`src/rtl/xbw_pkg.sv`:
```
// Package: shared types for the external bus wait controller.
// Assumes one transfer in flight at a time.
package xbw_pkg;
    typedef enum logic [2:0] {
        ST_IDLE = 3'd0,
        ST_ADDR = 3'd1,
        ST_WAIT = 3'd2,
        ST_EVAL = 3'd3,
        ST_DONE = 3'd4
    } bus_state_t;
endpackage

```
`src/rtl/xbw_ready_path.sv`:
```
// Module: READY qualifier. Produces an "active" indication either directly
// from the pin (synchronous mode) or from a SYNC_DEPTH flop chain
// (asynchronous mode), then applies the selected polarity.
// Assumes the pin is stable around clk edges in synchronous mode.
module xbw_ready_path #(
    parameter int SYNC_DEPTH = 2
) (
    input  logic clk,
    input  logic rst_n,
    input  logic pin,
    input  logic async_sel,
    input  logic pol_high,
    output logic ready_ok
);
    logic [SYNC_DEPTH-1:0] sync_q;
    logic                  raw;

    generate
        for (genvar i = 0; i < SYNC_DEPTH; i++) begin : g_sync
            if (i == 0) begin : g_first
                // first synchronizer stage samples the pin
                always_ff @(posedge clk) begin
                    if (!rst_n) sync_q[0] <= 1'b0;
                    else        sync_q[0] <= pin;
                end
            end else begin : g_next
                // later stages shift the sample along
                always_ff @(posedge clk) begin
                    if (!rst_n) sync_q[i] <= 1'b0;
                    else        sync_q[i] <= sync_q[i-1];
                end
            end
        end
    endgenerate

    // select path and fold in polarity
    always_comb begin
        raw      = async_sel ? sync_q[SYNC_DEPTH-1] : pin;
        ready_ok = pol_high ? raw : ~raw;
    end
endmodule

```
`src/rtl/xbw_wait_count.sv`:
```
// Module: wait-state down counter. Loaded with the effective wait count in
// the address state, decremented in each wait state; flags the last one.
// Assumes the controller never decrements a zero count.
module xbw_wait_count #(
    parameter int CNT_W = 5
) (
    input  logic             clk,
    input  logic             rst_n,
    input  logic             load,
    input  logic [CNT_W-1:0] load_val,
    input  logic             dec,
    output logic             last
);
    logic [CNT_W-1:0] cnt_q;

    // load or count down
    always_ff @(posedge clk) begin
        if (!rst_n)    cnt_q <= '0;
        else if (load) cnt_q <= load_val;
        else if (dec)  cnt_q <= cnt_q - 1'b1;
    end

    // last wait state when one remains
    always_comb last = (cnt_q == CNT_W'(1));
endmodule

```
`src/rtl/xbw_cycle_fsm.sv`:
```
// Module: transfer sequencer. Accepts a request while idle, latches it with
// the configuration, and steps ALE -> wait states -> READY evaluation ->
// release/acknowledge. Bus outputs are decoded from the state register.
// Assumes the requester keeps req low after ack until it wants another cycle.
module xbw_cycle_fsm
    import xbw_pkg::*;
#(
    parameter int ADDR_W = 16,
    parameter int DATA_W = 16,
    parameter int WAIT_W = 4,
    localparam int CNT_W = WAIT_W + 1
) (
    input  logic              clk,
    input  logic              rst_n,
    input  logic              req,
    input  logic              req_we,
    input  logic [ADDR_W-1:0] req_addr,
    input  logic [DATA_W-1:0] req_wdata,
    input  logic [WAIT_W-1:0] cfg_waits,
    input  logic              cfg_rdy_en,
    input  logic              cfg_rdy_async,
    input  logic              cfg_rdy_pol,
    input  logic              ready_ok,
    input  logic              cnt_last,
    input  logic [DATA_W-1:0] bus_din,
    output logic              cnt_load,
    output logic              cnt_dec,
    output logic [CNT_W-1:0]  cnt_val,
    output logic              async_q,
    output logic              pol_q,
    output logic              ack,
    output logic [DATA_W-1:0] rdata,
    output logic              bus_ale,
    output logic              bus_rd_n,
    output logic              bus_wr_n,
    output logic [ADDR_W-1:0] bus_addr,
    output logic [DATA_W-1:0] bus_dout,
    output logic              bus_doe
);
    bus_state_t        state_q;
    logic              we_q;
    logic              en_q;
    logic [WAIT_W-1:0] waits_q;
    logic [ADDR_W-1:0] addr_q;
    logic [DATA_W-1:0] wdata_q;
    logic [DATA_W-1:0] rdata_q;
    logic              strobe;
    logic              finish;

    // effective wait count: async path costs one extra state
    always_comb cnt_val = {1'b0, waits_q} + CNT_W'(en_q & async_q);

    // counter control and the end-of-evaluation condition
    always_comb begin
        cnt_load = (state_q == ST_ADDR);
        cnt_dec  = (state_q == ST_WAIT);
        finish   = (state_q == ST_EVAL) && (!en_q || ready_ok);
    end

    // state register plus request and configuration capture
    always_ff @(posedge clk) begin
        if (!rst_n) begin
            state_q <= ST_IDLE;
            we_q    <= 1'b0;
            en_q    <= 1'b0;
            async_q <= 1'b0;
            pol_q   <= 1'b1;
            waits_q <= '0;
            addr_q  <= '0;
            wdata_q <= '0;
            rdata_q <= '0;
        end else begin
            case (state_q)
                ST_IDLE: if (req) begin
                    we_q    <= req_we;
                    addr_q  <= req_addr;
                    wdata_q <= req_wdata;
                    waits_q <= cfg_waits;
                    en_q    <= cfg_rdy_en;
                    async_q <= cfg_rdy_async;
                    pol_q   <= cfg_rdy_pol;
                    state_q <= ST_ADDR;
                end
                ST_ADDR: state_q <= (cnt_val == '0) ? ST_EVAL : ST_WAIT;
                ST_WAIT: if (cnt_last) state_q <= ST_EVAL;
                ST_EVAL: if (finish) begin
                    if (!we_q) rdata_q <= bus_din;
                    state_q <= ST_DONE;
                end
                ST_DONE: state_q <= ST_IDLE;
                default: state_q <= ST_IDLE;
            endcase
        end
    end

    // bus pin decode from the state
    always_comb begin
        strobe   = (state_q == ST_WAIT) || (state_q == ST_EVAL);
        bus_ale  = (state_q == ST_ADDR);
        bus_rd_n = !(strobe && !we_q);
        bus_wr_n = !(strobe && we_q);
        bus_doe  = strobe && we_q;
        bus_addr = addr_q;
        bus_dout = wdata_q;
        ack      = (state_q == ST_DONE);
        rdata    = rdata_q;
    end
endmodule

```
`src/rtl/xbus_wait_ctrl.sv`:
```
// Module: top of the external bus wait controller. Ties the sequencer,
// wait counter and READY qualifier together and drives the bus clock out.
// Assumes a single address window whose configuration is on the cfg_* pins.
module xbus_wait_ctrl #(
    parameter int ADDR_W     = 16,
    parameter int DATA_W     = 16,
    parameter int WAIT_W     = 4,
    parameter int SYNC_DEPTH = 2
) (
    input  logic              clk,
    input  logic              rst_n,
    input  logic              req,
    input  logic              req_we,
    input  logic [ADDR_W-1:0] req_addr,
    input  logic [DATA_W-1:0] req_wdata,
    output logic              ack,
    output logic [DATA_W-1:0] rdata,
    input  logic [WAIT_W-1:0] cfg_waits,
    input  logic              cfg_rdy_en,
    input  logic              cfg_rdy_async,
    input  logic              cfg_rdy_pol,
    output logic              bus_ale,
    output logic              bus_rd_n,
    output logic              bus_wr_n,
    output logic [ADDR_W-1:0] bus_addr,
    output logic [DATA_W-1:0] bus_dout,
    output logic              bus_doe,
    input  logic [DATA_W-1:0] bus_din,
    output logic              bus_clkout,
    input  logic              bus_ready
);
    localparam int CNT_W = WAIT_W + 1;

    logic             ready_ok;
    logic             cnt_last;
    logic             cnt_load;
    logic             cnt_dec;
    logic [CNT_W-1:0] cnt_val;
    logic             async_q;
    logic             pol_q;

    // bus clock is the state clock
    assign bus_clkout = clk;

    xbw_cycle_fsm #(.ADDR_W(ADDR_W), .DATA_W(DATA_W), .WAIT_W(WAIT_W)) u_fsm (
        .clk(clk), .rst_n(rst_n),
        .req(req), .req_we(req_we), .req_addr(req_addr), .req_wdata(req_wdata),
        .cfg_waits(cfg_waits), .cfg_rdy_en(cfg_rdy_en),
        .cfg_rdy_async(cfg_rdy_async), .cfg_rdy_pol(cfg_rdy_pol),
        .ready_ok(ready_ok), .cnt_last(cnt_last), .bus_din(bus_din),
        .cnt_load(cnt_load), .cnt_dec(cnt_dec), .cnt_val(cnt_val),
        .async_q(async_q), .pol_q(pol_q),
        .ack(ack), .rdata(rdata),
        .bus_ale(bus_ale), .bus_rd_n(bus_rd_n), .bus_wr_n(bus_wr_n),
        .bus_addr(bus_addr), .bus_dout(bus_dout), .bus_doe(bus_doe)
    );

    xbw_wait_count #(.CNT_W(CNT_W)) u_cnt (
        .clk(clk), .rst_n(rst_n), .load(cnt_load), .load_val(cnt_val),
        .dec(cnt_dec), .last(cnt_last)
    );

    xbw_ready_path #(.SYNC_DEPTH(SYNC_DEPTH)) u_rdy (
        .clk(clk), .rst_n(rst_n), .pin(bus_ready), .async_sel(async_q),
        .pol_high(pol_q), .ready_ok(ready_ok)
    );
endmodule

```
`config.mk`:
```
export PLATFORM = sky130hd
export DESIGN_NAME = xbus_wait_ctrl
export DESIGN_NICKNAME = d
export VERILOG_FILES = /design/src/rtl/xbw_pkg.sv /design/src/rtl/xbw_ready_path.sv /design/src/rtl/xbw_wait_count.sv /design/src/rtl/xbw_cycle_fsm.sv /design/src/rtl/xbus_wait_ctrl.sv
export SDC_FILE = /design/constraint.sdc
export NUM_CORES = 1
export LEC_CHECK = 0
export ABC_AREA = 1
export BUFFER_PORTS_ARGS = -buffer_cell sky130_fd_sc_hd__buf_2
export CORE_MARGIN = 1
export CORE_UTILIZATION = 40
export DETAILED_ROUTE_END_ITERATION = 10
export PLACE_DENSITY = 0.76
export SLEW_MARGIN = 30
export SYNTH_ARGS = -nofsm -noshare
export SYNTH_HDL_FRONTEND = slang
export SYNTH_SLANG_ARGS = --single-unit
export TNS_END_PERCENT = 30
```
`constraint.sdc`:
```
create_clock -name clk -period 3 [get_ports clk]
set_input_delay 0 -clock clk [delete_from_list [all_inputs] [get_ports clk]]
set_output_delay 0 -clock clk [all_outputs]
set_load 0.02 [all_outputs]
```
==> metrics.yaml <==
critical_path:
  crit_family: "buffers and inverters"
  cp_num_buf_inv: 3
  arrival_ps: 2570
  crit_chain: "nor2_2, nand3_2, buf_4, inv_2, o211ai_1, dlygate4sd3_1"
  slowest_stage: "dlygate4sd3_1"
  end_kind: "flop"
  critPathMaxFanout: 43
  crit_type: "reg -> reg"
  start_kind: "flop"
  critPathRequiredTime_ps: 3320
  cpPeakStageDelay_ps: 590
sta:
  fin_crit_ps: 2250
  hold_viol_final: 0
  rsz0062_at_grt: "no"
  worst_pin_slew_ps: 623
  fin_skew_ps: 7.18
  setup_viol: 0
  slew_violations: 0
  post-route-period-util_pct: 75.0
  clock.fmax_mhz: 444
  setup_tns_ps: 0
  slew_headroom_pct: 58.4
logic_synthesis:
  syn_area_um2: 2620
  netlist_instances: 344
  avgSynthCellArea_um2: 7.63
  synth_edf_count: 0
  ys_seq_area_share_pct: 50.4
  ys_types: 30
  async_flop_share_pct: 0
  ys_warn_count: 0
  yosys_most_used_dff: "dfxtp_1"
  ys_seq_elements: 66
  synth.net_count: 408
power_and_ir_drop:
  ir_worst_vdd_v: 0.000555
  internal_power_mw: 2.09
  p_leak_nw: 1.93
  p_clk_share_pct: 28.6
  seq_power_share_pct: 35.9
  pwr-share-comb_pct: 35.5
  p_per_area_nw_per_um2: 824
  swShare_pct: 37.3
  p_switching_mw: 1.24
cells_and_area:
  final_nets: 579
  drive_above_1_share_pct: 27.7
  final_common_cell: "buf_2"
  seqCellArea_um2: 1320
  layout_common_cells: "buf_2 (113), nand2_1 (97), dfxtp_1 (66)"
  fin_area_um2: 4040
  multi_input_area_um2: 1090
  n_fill_cell: 523
  syn2layout_area_growth_pct: 54.1
  antenna_cells: 0
route:
  dr.pass1.iters: 5
  wl_per_cell_um: 12.2
  via_per_inst: 4.73
  drc: 0
  drt_wl_total_um: 7270
  dr_total_vias: 2823
  drtAntennaViolNets: 0
  drt_iter0_drc: 122
grt:
  use_met1_pct: 23.2
  grt_pass1_wl_um: 12100
  grt_overflow: 0
  met3_usage_pct: 8.05
  grt_max_degree: 44
  antenna_found_initial: 0
  use_met2_pct: 38.7
  grt_busiest_layer: "met2"
  grt_pass1_vias: 2822
  track_usage_pct: 21.9
min_path:
  min-delay-path-class: "in -> reg"
die:
  boundaryPins: 114
  start_util_pct: 41.3
  die-width_um: 83.0
  dieHeight_um: 83.0
  dieArea_um2: 6890
  core_um2: 6350
  rows: 29
clock_network:
  clock_latency_ps: 440
  holdBufCountCts: 60
  path_clk_slew_ps: 70
  postCtsSetupRepairBufs: 0
  cts_resized: 0
  cts_tree: "done"
placed_design:
  dpl-instance-area_um2: 3180
  port_buffers: 113
  place_hpwl_um: 4230
  gp_congestion: 0.779
job:
  drv_cap: 0
status:
  status: "complete, no violations"
[power by group through the flow]
| stage | sequential [mW] | combinational [mW] | clock (mW) |
|---|---|---|---|
| after detailed placement | 1.21 | 1.11 | 0.0311 |
| after global routing | 1.22 | 1.32 | 1.02 |
| after global placement | 1.20 | 1.09 | 0.0311 |
| after CTS | 1.19 | 1.18 | 0.972 |
| final | 1.20 | 1.18 | 0.953 |
| after floorplan | 1.35 | 0.703 | 0.0389 |
[Yosys cell counts (3+ instances only)]
master | n | area [µm²]
a21oi_1 | 43 | 215
buf_2 | 4 | 20.0
buf_6 | 4 | 45.0
clkbuf_1 | 7 | 26.3
dfxtp_1 | 66 | 1320
ha_1 | 4 | 50.1
inv_1 | 18 | 67.6
inv_2 | 4 | 15.0
nand2_1 | 97 | 364
nand3_1 | 11 | 55.1
nor2_1 | 40 | 150
o211ai_1 | 3 | 22.5
o21ai_0 | 13 | 65.1
o21ai_1 | 10 | 50.1
[area by class of cell]
| class | instances | share of cell area, % |
|---|---|---|
| Sequential cell | 66 | 32.7 |
| Timing Repair Buffer | 174 | 29.1 |
| Multi-Input combinational cell | 237 | 27.0 |
| Clock buffer | 15 | 4.64 |
| Tap cell | 77 | 2.38 |
| Inverter | 23 | 2.26 |
| Clock inverter | 5 | 1.92 |
[metal layers]
layer / wire length, µm / part of all wire [%]
met2: 3510 / 48
met4: 142 / 2.0
met1: 3100 / 43
met3: 510 / 7.0
met5: 0 / 0
[sequential cells by signal, indices dropped and copies added (netlist names)]
| signal | count |
|---|---|
| u_fsm.bus_dout | 16 |
| u_fsm.async_q | 1 |
| u_fsm.bus_addr | 16 |
| u_fsm.rdata | 16 |
| u_cnt.cnt_q | 5 |
| u_fsm.waits_q | 4 |
| u_rdy.sync_q | 2 |
| u_fsm.en_q | 1 |
| u_fsm.we_q | 1 |
| u_fsm.state_q | 3 |
| u_fsm.pol_q | 1 |
[through the flow]
stage / utilization, % / hold slack (ps) / setup slack [ps] / total power [mW] / instances
after detailed placement: 50.1 / 134 / 1270 / 2.35 / 518
final: 63.7 / 320 / 750 / 3.33 / 597
after global routing: 63.7 / 321 / 568 / 3.55 / 597
after global placement: 50.1 / 134 / 1320 / 2.32 / 518
after CTS: 63.7 / 315 / 779 / 3.34 / 597
after floorplan: - / 93.5 / 1370 / 2.09 / 344
[cell families (layout without fill, tap and decap cells)]
family	count (synthesis)	after routing	synth area share [%]
simple gates	159	159	24.8
compound gates	71	71	14.0
flops	66	66	50.4
buf+inv	41	217	7.96
fa+ha+maj	4	4	1.91
xor+xnor	3	3	1.00
[final timing paths]
check	slack, ps	to	depth (start not counted)	start
min	320	u_rdy.sync_q[0]	4	bus_ready
max reg2reg	750	u_fsm.pol_q	6	u_fsm.state_q[1]
min reg2reg	420	u_rdy.sync_q[1]	2	u_rdy.sync_q[0]
max	750	u_fsm.pol_q	6	u_fsm.state_q[1]
[worst min-delay path: cells and delay by family]
kind,cells,cell delay (ps)
buf+inv,3,690
simple gates,1,40
(Power assumes the default switching activity.)
